## src/rtl/sid_pkg.sv

```systemverilog
package sid_pkg;

    localparam int AW        = 7;
    localparam int NSLOT     = 30;
    localparam int SLOT_W    = $clog2(NSLOT);

    localparam logic [AW-1:0] CSUM_LO_A = 7'd63;
    localparam logic [AW-1:0] CSUM_HI_A = 7'd95;

    typedef enum logic [3:0] {
        ST_IDLE,
        ST_DEV,
        ST_DEV_ACK,
        ST_WADDR,
        ST_WADDR_ACK,
        ST_WDATA,
        ST_WDATA_ACK,
        ST_RDATA,
        ST_RACK,
        ST_RLOAD
    } bus_state_e;

    typedef struct packed {
        bus_state_e      st;
        logic [2:0]      cnt;
        logic [7:0]      sh;
        logic [AW-1:0]   ptr;
        logic            rw;
        logic            oe;
    } ctl_t;

    localparam ctl_t CTL_RST = '{st: ST_IDLE, cnt: 3'd0, sh: 8'd0,
                                 ptr: '0, rw: 1'b0, oe: 1'b0};

    // Constant image of the non-loadable bytes.
    function automatic logic [7:0] fixed_byte(input logic [AW-1:0] a);
        logic [7:0] v;
        v = 8'h00;
        if (a inside {[7'd25:7'd35]} || a inside {[7'd52:7'd59]})
            v = 8'h20;
        case (a)
            7'd0:  v = 8'h03;
            7'd1:  v = 8'h04;
            7'd6:  v = 8'h08;
            7'd11: v = 8'h01;
            7'd12: v = 8'h0D;
            7'd18: v = 8'h64;
            7'd20: v = 8'h49;
            7'd21: v = 8'h44;
            7'd22: v = 8'h4D;
            7'd23: v = 8'h45;
            7'd24: v = 8'h4D;
            7'd36: v = 8'h01;
            7'd38: v = 8'h2C;
            7'd39: v = 8'h5A;
            7'd40: v = 8'h58;
            7'd41: v = 8'h43;
            7'd42: v = 8'h56;
            7'd43: v = 8'h52;
            7'd44: v = 8'h2D;
            7'd45: v = 8'h30;
            7'd46: v = 8'h31;
            default: ;
        endcase
        return v;
    endfunction

    function automatic logic is_loadable(input logic [AW-1:0] a);
        return (a inside {[7'd47:7'd51]}) || (a == 7'd65) ||
               (a inside {[7'd68:7'd91]});
    endfunction

    function automatic logic [SLOT_W-1:0] slot_index(input logic [AW-1:0] a);
        logic [AW-1:0] t;
        t = '0;
        if (a inside {[7'd47:7'd51]})      t = a - 7'd47;
        else if (a == 7'd65)               t = 7'd5;
        else if (a inside {[7'd68:7'd91]}) t = a - 7'd62;
        return t[SLOT_W-1:0];
    endfunction

    // Sum of the constant bytes of a range; loadable bytes reset to zero.
    function automatic logic [7:0] fixed_sum(input int lo, input int hi);
        logic [7:0] s;
        s = 8'h00;
        for (int a = lo; a <= hi; a++) begin
            if (!is_loadable(7'(a)))
                s = s + fixed_byte(7'(a));
        end
        return s;
    endfunction

endpackage

```

## src/rtl/sid_bus_sync.sv

```systemverilog
module sid_bus_sync
    import sid_pkg::*;
#(
    parameter int SYNC_STAGES = 2
) (
    input  logic clk,
    input  logic rst_n,
    input  logic scl_i,
    input  logic sda_i,
    output logic sda_s,
    output logic scl_rise,
    output logic scl_fall,
    output logic start_det,
    output logic stop_det
);

    localparam int SW = (SYNC_STAGES < 1) ? 1 : SYNC_STAGES;

    typedef struct packed {
        logic [SW-1:0] scl_p;
        logic [SW-1:0] sda_p;
        logic          scl_prev;
        logic          sda_prev;
    } sync_t;

    sync_t sync_d, sync_q;
    logic  scl_now, sda_now;

    always_comb begin
        scl_now        = sync_q.scl_p[SW-1];
        sda_now        = sync_q.sda_p[SW-1];
        sync_d         = sync_q;
        sync_d.scl_p   = (sync_q.scl_p << 1) | SW'(scl_i);
        sync_d.sda_p   = (sync_q.sda_p << 1) | SW'(sda_i);
        sync_d.scl_prev = scl_now;
        sync_d.sda_prev = sda_now;

        sda_s     = sda_now;
        scl_rise  = scl_now & ~sync_q.scl_prev;
        scl_fall  = ~scl_now & sync_q.scl_prev;
        start_det = scl_now & sync_q.scl_prev & sync_q.sda_prev & ~sda_now;
        stop_det  = scl_now & sync_q.scl_prev & ~sync_q.sda_prev & sda_now;
    end

    always_ff @(posedge clk or negedge rst_n) begin
        if (!rst_n) sync_q <= '1;
        else        sync_q <= sync_d;
    end

endmodule

```

## src/rtl/sid_id_store.sv

```systemverilog
module sid_id_store
    import sid_pkg::*;
(
    input  logic          clk,
    input  logic          rst_n,
    input  logic          ld_we,
    input  logic [AW-1:0] ld_addr,
    input  logic [7:0]    ld_data,
    input  logic [AW-1:0] rd_addr,
    output logic [7:0]    rd_byte,
    output logic [7:0]    csum_lo,
    output logic [7:0]    csum_hi
);

    localparam logic [7:0] FIX_LO = fixed_sum(0, 62);
    localparam logic [7:0] FIX_HI = fixed_sum(64, 94);

    typedef struct packed {
        logic [NSLOT-1:0][7:0] slot;
        logic [7:0]            lo;
        logic [7:0]            hi;
    } store_t;

    store_t st_d, st_q;
    logic [SLOT_W-1:0] wr_idx, rd_idx;
    logic [7:0]        old_b;

    always_comb begin
        st_d   = st_q;
        wr_idx = slot_index(ld_addr);
        old_b  = st_q.slot[wr_idx];
        if (ld_we && is_loadable(ld_addr)) begin
            st_d.slot[wr_idx] = ld_data;
            // Incremental update: remove the old byte, add the new one.
            if (ld_addr < CSUM_LO_A)
                st_d.lo = st_q.lo + ld_data - old_b;
            else
                st_d.hi = st_q.hi + ld_data - old_b;
        end
    end

    always_comb begin
        rd_idx  = slot_index(rd_addr);
        rd_byte = is_loadable(rd_addr) ? st_q.slot[rd_idx] : fixed_byte(rd_addr);
        csum_lo = st_q.lo;
        csum_hi = st_q.hi;
    end

    always_ff @(posedge clk or negedge rst_n) begin
        if (!rst_n) begin
            st_q.slot <= '0;
            st_q.lo   <= FIX_LO;
            st_q.hi   <= FIX_HI;
        end else begin
            st_q <= st_d;
        end
    end

endmodule

```

## src/rtl/serial_id_eeprom.sv

```systemverilog
module serial_id_eeprom
    import sid_pkg::*;
#(
    parameter logic [6:0] DEV_ADDR    = 7'h50,
    parameter int         SYNC_STAGES = 2
) (
    input  logic       clk,
    input  logic       rst_n,
    input  logic       scl_i,
    input  logic       sda_i,
    output logic       sda_oe,
    input  logic       ld_we,
    input  logic [6:0] ld_addr,
    input  logic [7:0] ld_data
);

    logic sda_s, scl_rise, scl_fall, start_det, stop_det;

    sid_bus_sync #(.SYNC_STAGES(SYNC_STAGES)) u_sync (
        .clk       (clk),
        .rst_n     (rst_n),
        .scl_i     (scl_i),
        .sda_i     (sda_i),
        .sda_s     (sda_s),
        .scl_rise  (scl_rise),
        .scl_fall  (scl_fall),
        .start_det (start_det),
        .stop_det  (stop_det)
    );

    ctl_t       ctl_d, ctl_q;
    logic [7:0] store_byte, csum_lo, csum_hi, rd_byte, byte_in;
    logic       ptr_load;

    sid_id_store u_store (
        .clk     (clk),
        .rst_n   (rst_n),
        .ld_we   (ld_we),
        .ld_addr (ld_addr),
        .ld_data (ld_data),
        .rd_addr (ctl_q.ptr),
        .rd_byte (store_byte),
        .csum_lo (csum_lo),
        .csum_hi (csum_hi)
    );

    always_comb begin
        if (ctl_q.ptr == CSUM_LO_A)      rd_byte = csum_lo;
        else if (ctl_q.ptr == CSUM_HI_A) rd_byte = csum_hi;
        else                             rd_byte = store_byte;
    end

    always_comb begin
        ctl_d    = ctl_q;
        ptr_load = 1'b0;
        byte_in  = {ctl_q.sh[6:0], sda_s};

        if (stop_det) begin
            ctl_d.st = ST_IDLE;
            ctl_d.oe = 1'b0;
        end else if (start_det) begin
            ctl_d.st  = ST_DEV;
            ctl_d.cnt = 3'd0;
            ctl_d.oe  = 1'b0;
        end else begin
            unique case (ctl_q.st)
                ST_DEV, ST_WADDR, ST_WDATA: begin
                    if (scl_rise) begin
                        ctl_d.sh  = byte_in;
                        ctl_d.cnt = ctl_q.cnt + 3'd1;
                        if (ctl_q.cnt == 3'd7) begin
                            if (ctl_q.st == ST_DEV) begin
                                if (byte_in[7:1] == DEV_ADDR) begin
                                    ctl_d.st = ST_DEV_ACK;
                                    ctl_d.rw = byte_in[0];
                                end else begin
                                    ctl_d.st = ST_IDLE;
                                end
                            end else if (ctl_q.st == ST_WADDR) begin
                                ctl_d.ptr = byte_in[AW-1:0];
                                ptr_load  = 1'b1;
                                ctl_d.st  = ST_WADDR_ACK;
                            end else begin
                                ctl_d.ptr = ctl_q.ptr + 7'd1;
                                ctl_d.st  = ST_WDATA_ACK;
                            end
                        end
                    end
                end
                ST_DEV_ACK, ST_WADDR_ACK, ST_WDATA_ACK: begin
                    if (scl_fall) begin
                        if (!ctl_q.oe) begin
                            ctl_d.oe = 1'b1;
                        end else begin
                            ctl_d.oe  = 1'b0;
                            ctl_d.cnt = 3'd0;
                            if (ctl_q.st == ST_DEV_ACK && ctl_q.rw) begin
                                ctl_d.sh = rd_byte;
                                ctl_d.oe = ~rd_byte[7];
                                ctl_d.st = ST_RDATA;
                            end else if (ctl_q.st == ST_DEV_ACK) begin
                                ctl_d.st = ST_WADDR;
                            end else begin
                                ctl_d.st = ST_WDATA;
                            end
                        end
                    end
                end
                ST_RDATA: begin
                    if (scl_fall) begin
                        ctl_d.sh = ctl_q.sh << 1;
                        ctl_d.oe = ~ctl_q.sh[6];
                    end else if (scl_rise) begin
                        ctl_d.cnt = ctl_q.cnt + 3'd1;
                        if (ctl_q.cnt == 3'd7) begin
                            ctl_d.ptr = ctl_q.ptr + 7'd1;
                            ctl_d.st  = ST_RACK;
                        end
                    end
                end
                ST_RACK: begin
                    if (scl_fall)
                        ctl_d.oe = 1'b0;
                    else if (scl_rise)
                        ctl_d.st = sda_s ? ST_IDLE : ST_RLOAD;
                end
                ST_RLOAD: begin
                    if (scl_fall) begin
                        ctl_d.sh  = rd_byte;
                        ctl_d.oe  = ~rd_byte[7];
                        ctl_d.cnt = 3'd0;
                        ctl_d.st  = ST_RDATA;
                    end
                end
                default: ;
            endcase
        end
    end

    always_ff @(posedge clk or negedge rst_n) begin
        if (!rst_n) ctl_q <= CTL_RST;
        else        ctl_q <= ctl_d;
    end

    assign sda_oe = ctl_q.oe;

endmodule

```

## config.mk

```make
export PLATFORM = sky130hd
export DESIGN_NAME = serial_id_eeprom
export DESIGN_NICKNAME = d
export VERILOG_FILES = /design/src/rtl/sid_pkg.sv /design/src/rtl/sid_bus_sync.sv /design/src/rtl/sid_id_store.sv /design/src/rtl/serial_id_eeprom.sv
export SDC_FILE = /design/constraint.sdc
export NUM_CORES = 1
export LEC_CHECK = 0
export BUFFER_PORTS_ARGS = -buffer_cell sky130_fd_sc_hd__clkbuf_2
export CORE_UTILIZATION = 58
export DETAILED_ROUTE_END_ITERATION = 10
export PLACE_DENSITY_LB_ADDON = 0.25
export SLEW_MARGIN = 15
export SYNTH_ARGS = -nofsm -noshare
export SYNTH_HDL_FRONTEND = slang
export SYNTH_SLANG_ARGS = --single-unit
```

## constraint.sdc

```tcl
create_clock -name clk -period 3.3 [get_ports clk]
set_input_delay 0 -clock clk [delete_from_list [all_inputs] [get_ports clk]]
set_output_delay 0 -clock clk [all_outputs]
set_load 0.02 [all_outputs]
```

---- After elaboration in Yosys (flattened, before gate mapping) ----
Index checks and enable logic that the tools add are counted.
storage, ports and cells
  logic and storage cells ................. 240
  register bits after elaboration ......... 285
  output and inout port bits .............. 1
  input bits .............................. 20
cells by class
  equal/unequal tests ..................... 64
  order comparisons ....................... 16
  bitwise operators ....................... 18
  reductions and logical operators ........ 32
  add/sub/neg operators ................... 10
  multiplexer cells ....................... 58
operator list
  operator            count
  $bwmux 240          1
  $pmux 7 s19         1
  $bmux 8 s5          2
  $eq 7x6->1 const B  11
  $mux 8              9
  $mux 7              8
  $ne 4x4->1 const B  12
  $mux 15             3
  $pmux 11 s4         1
  $eq 7x5->1 const B  6
  $demux 8 s5         1
  $mux 4              8
  $mux 5              6
  $eq 7x7->1 const B  4
  $le 7x6->1 const B  4
  $mux 23             1
  $ne 2x2->1 const B  11
  $ge 7x6->1 const B  3
  $pmux 4 s5          1
  $ne 3x3->1 const B  6
  $reduce_and 9->1    2
  $add 8x8->8         2
  $eq 4x3->1 const B  4
  $sub 8x8->8         2
  other kinds (41)    89

---- Logic depth before layout (Yosys ltp) ----
  word-level depth ........................ 17
  depth in mapped cells ................... 27

---- By module ----
A second synthesis with hierarchy kept.
unflattened totals
  cell total of the unflattened synthesis .. 1,664
  area, all modules ....................... 17,920.9 um^2
by module, submodules not included
  module            times used  cells each  area an instance (um^2)
  sid_id_store      1           1,420       15,822.7
  serial_id_eeprom  1           234         1,908.1
  sid_bus_sync      1           10          190.2

---- Worst setup path before layout ----
OpenSTA, ideal clock, no wires.
  path kind ............................... input to register
  start ................................... input port ld_addr[2]
  end ..................................... register u_store.st_q, in the netlist u_store.csum_lo[7]
  arrival ................................. 4.796 ns
  setup time .............................. 0.075 ns
  cell stages on the path ................. 26
  path buffers ............................ 4
  path slack .............................. -1.571 ns
  data required time ...................... 3.225 ns
  path through ............................ buf_6 > inv_1 > ha_1 > nand3b_4 > a32o_1 > nand2_1 > o32a_1 > buf_2 > buf_4 > clkbuf_1 > o22ai_1 > o21ai_0 > o21ai_0 > or3_1 > fa_1 > ha_1 > a21o_1 > a21oi_1 > o21bai_1 > a21oi_1 > o21ai_0 > xor2_1 > xnor2_1 > or3_1 > a21oi_2 > xor2_1
on the way
  longest elaborated chain between the ends .. 8
ends and longest elaborated chain
  item                                             RTL line                      source
  start, declared                                  serial_id_eeprom.sv:13        input logic [6:0] ld_addr,
  $ge 7x7->1 / $le 7x7->1 (equally long branches)  sid_pkg.sv:70, sid_pkg.sv:78
  $logic_and 1x1->1                                sid_pkg.sv:70, sid_pkg.sv:78
  $mux 5                                           sid_pkg.sv:78                 else if (a inside {[7'd68:7'd91]}) t = a - 7'd62;
  $mux 5                                           sid_pkg.sv:77                 else if (a == 7'd65) t = 7'd5;
  $mux 5                                           sid_pkg.sv:76                 if (a inside {[7'd47:7'd51]}) t = a - 7'd47;
  $bmux 8 s5                                       sid_id_store.sv:31            old_b = st_q.slot[wr_idx];
  $mux 8 (implied by the code)                     sid_id_store.sv:31
  $sub 8x8->8                                      sid_id_store.sv:36            st_d.lo = st_q.lo + ld_data - old_b;
  end signal, assigned                             sid_id_store.sv:55            st_q <= st_d;
  end, declared                                    sid_id_store.sv:24            store_t st_d, st_q;
Several ways; a longest one is shown, not always the timed one. The select of a mux whose other input is x is not followed.
A chain may end at the register's enable or synchronous reset.

---- Final worst setup path ----
  start ................................... input port ld_addr[2]
  end ..................................... register u_store.st_q, in the netlist u_store.csum_hi[7]
on the way
  longest elaborated chain between the ends .. 8
ends and longest elaborated chain
  item                                             RTL line                      source
  $ge 7x7->1 / $le 7x7->1 (equally long branches)  sid_pkg.sv:70, sid_pkg.sv:78
  $logic_and 1x1->1                                sid_pkg.sv:70, sid_pkg.sv:78
  $mux 5                                           sid_pkg.sv:78
  $mux 5                                           sid_pkg.sv:77
  $mux 5                                           sid_pkg.sv:76
  $bmux 8 s5                                       sid_id_store.sv:31
  $mux 8 (implied by the code)                     sid_id_store.sv:31
  $sub 8x8->8                                      sid_id_store.sv:38            st_d.hi = st_q.hi + ld_data - old_b;
Several ways; a longest one is shown, not always the timed one. The select of a mux whose other input is x is not followed.

==> qor.yml <==
min_period_ns: 4.35
slowest_delay_ns: 0.55
netlist_instances: 1831
synth-simple-area-share_pct: 15.7
dr.pass1.iters: 5
slew_headroom_pct: 41.4
drive_gt1_share_pct: 41.1
setup_viol: 15
ir_worst_vdd_uv: 612
startpoint_type: "primary input"
postSynth.asyncResetShare_pct: 100
rsz0062_at_grt: "yes"
start_util_pct: 59.1
synth-adder-area-share_pct: 3.87
worstPathMaxFanout: 6
crit_top_cell: "a21oi_2"
seq_area_frac_synth_pct: 40.8
drv_cap: 0
cts_buffers: 34
dpl.cell_count: 2472
portBuffers: 20
fin_worst_skew_ns: 0.0279
synth_xor_area_share_pct: 1.05
grt_pass1_vias: 16900
root_buffer: "clkbuf_16"
synth_nets: 1896
critPathTopFamily: "compound AO/OA/AOI/OAI gates"
vias_per_cell: 6.80
drc: 0
ios: 21
worstSkewPairLatency_ns: 0.54
cts_htree_levels: 2
period_share_pct: 132
nets: 2256
reg2regPathDepth: 17
grt_use_total_pct: 41.7
worstSetupEndpointType: "register"
drt_wl_total_um: 66800
slowest_stage: "nor4_4"
placed_cell_area_um2: 20700
drtAntennaViolNets: 0
drt_iter0_drc: 2485
ys.warnings.count: 0
hold_violations: 0
maxSlewViolCount: 0
worst_slack_ns: -1.05
crit_type: "primary input to register"
synth_ff_type: "dfrtp_1"
area_growth_pct: 33.0
synth_mux_area_share_pct: 18.5
cp.arrival_ns: 4.79
die_w_um: 176
power.total_uw: 13400
fp-row-count: 63
hpwl_um: 44200
synth_area_per_cell_um2: 9.56
yosysTopAreaCell: "dfrtp_1"
gp_congestion: 0.991
required_ns: 3.74
crit_chain: "clkbuf_8, buf_6, nor2_2, a32oi_4, buf_6, nor3_2, o22ai_4, buf_4, nor4_4, o21ai_0, o21ai_0, or3_4, fa_1, ha_1, a21o_1, a21oi_2, o21bai_1, a21oi_2, o21ai_1, xor2_1, xnor2_1, or3_1, a21oi_2, xor2_1"
synth_top_family_by_area: "multiplexers"
grt_max_degree: 98
ys_ff_latch: 285
crit_end: "u_store.csum_hi[7]$_DFFE_PN0P_"
timing.hold.ws_ns: 0.102
grt_first_pass_wirelength_um: 98400
overflow: 0
violations: "negative setup slack"
cts_tree: "done"
synth-compound-area-share_pct: 15.8
crit_buf_inv: 4
finalSetupTns_ns: -5.92
reg2reg_slack_ns: -0.61
hold_path_class: "primary input to asynchronous set/reset pin"
clock-sinks: 285
core-area_um2: 29600
max_clock_freq_mhz: 230
rr_endpoint: "u_store.csum_hi[7]$_DFFE_PN0P_"
synth_edf_count: 0
antenna_found_initial: 1
synth_area_leaders: "dfrtp_1 39%, mux2_2 16%, nand2_1 5.6%"
power_density_nw_per_um2: 575
status: "complete, but fails checks"
leakagePower_uw: 0.0107
worstReg2RegStart: "u_store.st_q[185]$_DFFE_PN0P_"
synth_cell_types: 88
wire_per_inst_um: 25.6
synth_top_area_share_pct: 39.3
via_count: 17700
cp-startpoint: "ld_addr[2]"
path_depth: 24
diodes: 0
clk_path_buf_depth: 3
synth_area_um2: 17500
die_area_um2: 30900
dieHeight_um: 176
fin_area_um2: 23300
path_clk_slew_ns: 0.06
worst_pin_slew_ns: 0.880
fin_cells: 2605
cells by family (layout without fill, tap and decap cells):
family | Yosys count | in the layout
and+or+nand+nor | 583 | 583
AOI/OAI and AO/OA | 431 | 431
muxes | 289 | 290
DFF | 285 | 285
buffers and inverters | 176 | 559
adders and majority gates | 46 | 46
xor gates and xnor gates | 21 | 21
layout make-up:
type | instances | area (µm²)
inverters | 42 | 165
fillers | 1845 | 6350
clock inverters | 9 | 166
multi-input cells | 1371 | 10400
flip-flops and latches | 285 | 7150
clock buffers | 51 | 995
well taps | 390 | 488
repair buffers | 457 | 3970
cells in the mapped netlist, types with 9 or more instances:
| library cell | count |
|---|---|
| or3_1 | 17 |
| mux2_2 | 250 |
| mux2i_1 | 37 |
| nor2_2 | 11 |
| nand3_1 | 107 |
| xor2_1 | 14 |
| dfrtp_1 | 275 |
| o21ai_0 | 108 |
| a31oi_1 | 13 |
| a21o_1 | 9 |
| buf_1 | 14 |
| buf_2 | 34 |
| o22ai_1 | 119 |
| clkbuf_1 | 79 |
| a21oi_1 | 64 |
| dfstp_2 | 10 |
| o211ai_1 | 13 |
| nand2_1 | 262 |
| nor3_1 | 25 |
| nand4_1 | 23 |
| and3_1 | 9 |
| fa_1 | 14 |
| nor2_1 | 69 |
| nand2b_1 | 9 |
| o221ai_1 | 12 |
| inv_1 | 41 |
| ha_1 | 31 |
registers in the layout, indices dropped and copies added (netlist names):
name	cells
u_sync.scl_now	1
u_store.csum_hi	8
sda_oe	1
u_sync.sda_s	1
u_store.csum_lo	8
byte_in	7
u_sync.sync_q	4
u_store.st_q	240
ctl_q	15
what timing repair did:
item	CTS	global route
buffers inserted	26	39
setup endpoints to repair	18	21
endpoints found under the hold margin	105	0
hold buffers	6	0
pin swaps	24	46
cloned	1	2
resized for setup	75	96
where the power goes:
group	internal [µW]	leakage [µW]	switching, µW
combinational	2520	0.00629	2460
clock	2400	0.000564	1560
sequential	3960	0.00383	492
total	8890	0.0107	4510
worst min-delay path by stage:
stage	to	cells past startpoint
final	u_store.st_q[186]$_DFFE_PN0P_	2
after global routing	u_store.st_q[154]$_DFFE_PN0P_	2
after CTS	u_store.st_q[154]$_DFFE_PN0P_	2
after detailed placement	u_sync.sync_q[4]$_DFF_PN1_	1
after global placement	u_store.st_q[194]$_DFFE_PN0P_	1
after floorplan	byte_in[1]$_DFFE_PN0P_	0
cell usage in the layout, fill, tap and decap left out, types with 10 or more instances in the layout:
master,n
nand2_1,258
nor2_1,65
mux2_2,250
buf_4,370
xor2_1,14
nand3_1,104
o22ai_1,115
clkbuf_16,38
buf_12,30
nor2_2,10
o21ai_0,75
inv_1,39
buf_6,26
a21oi_1,52
mux2i_1,31
dfrtp_1,272
a31oi_1,11
nand4_1,23
clkbuf_2,17
dfstp_2,10
nor3_1,21
a21oi_2,13
ha_1,18
fa_1,12
o211ai_1,13
o21ai_1,33
per-stage QoR:
step / setup slack, ns / utilization (%)
floorplan: -1.10 / -
global placement: -1.68 / 70.0
detailed placement: -1.80 / 70.0
CTS: -0.920 / 75.9
global route: -1.30 / 78.6
finish: -1.05 / 78.6
layer usage:
| layer | global-route usage [%] | routed length [µm] | vias to the layer above |
|---|---|---|---|
| met1 | 55.0 | 25500 | 8710 |
| met5 | 0 | 0 | - |
| met2 | 63.5 | 29600 | 1299 |
| met3 | 9.03 | 7540 | 290 |
| met4 | 23.4 | 4190 | 0 |
| li1 | - | - | 7416 |
Power figures use the tool's default switching activity.
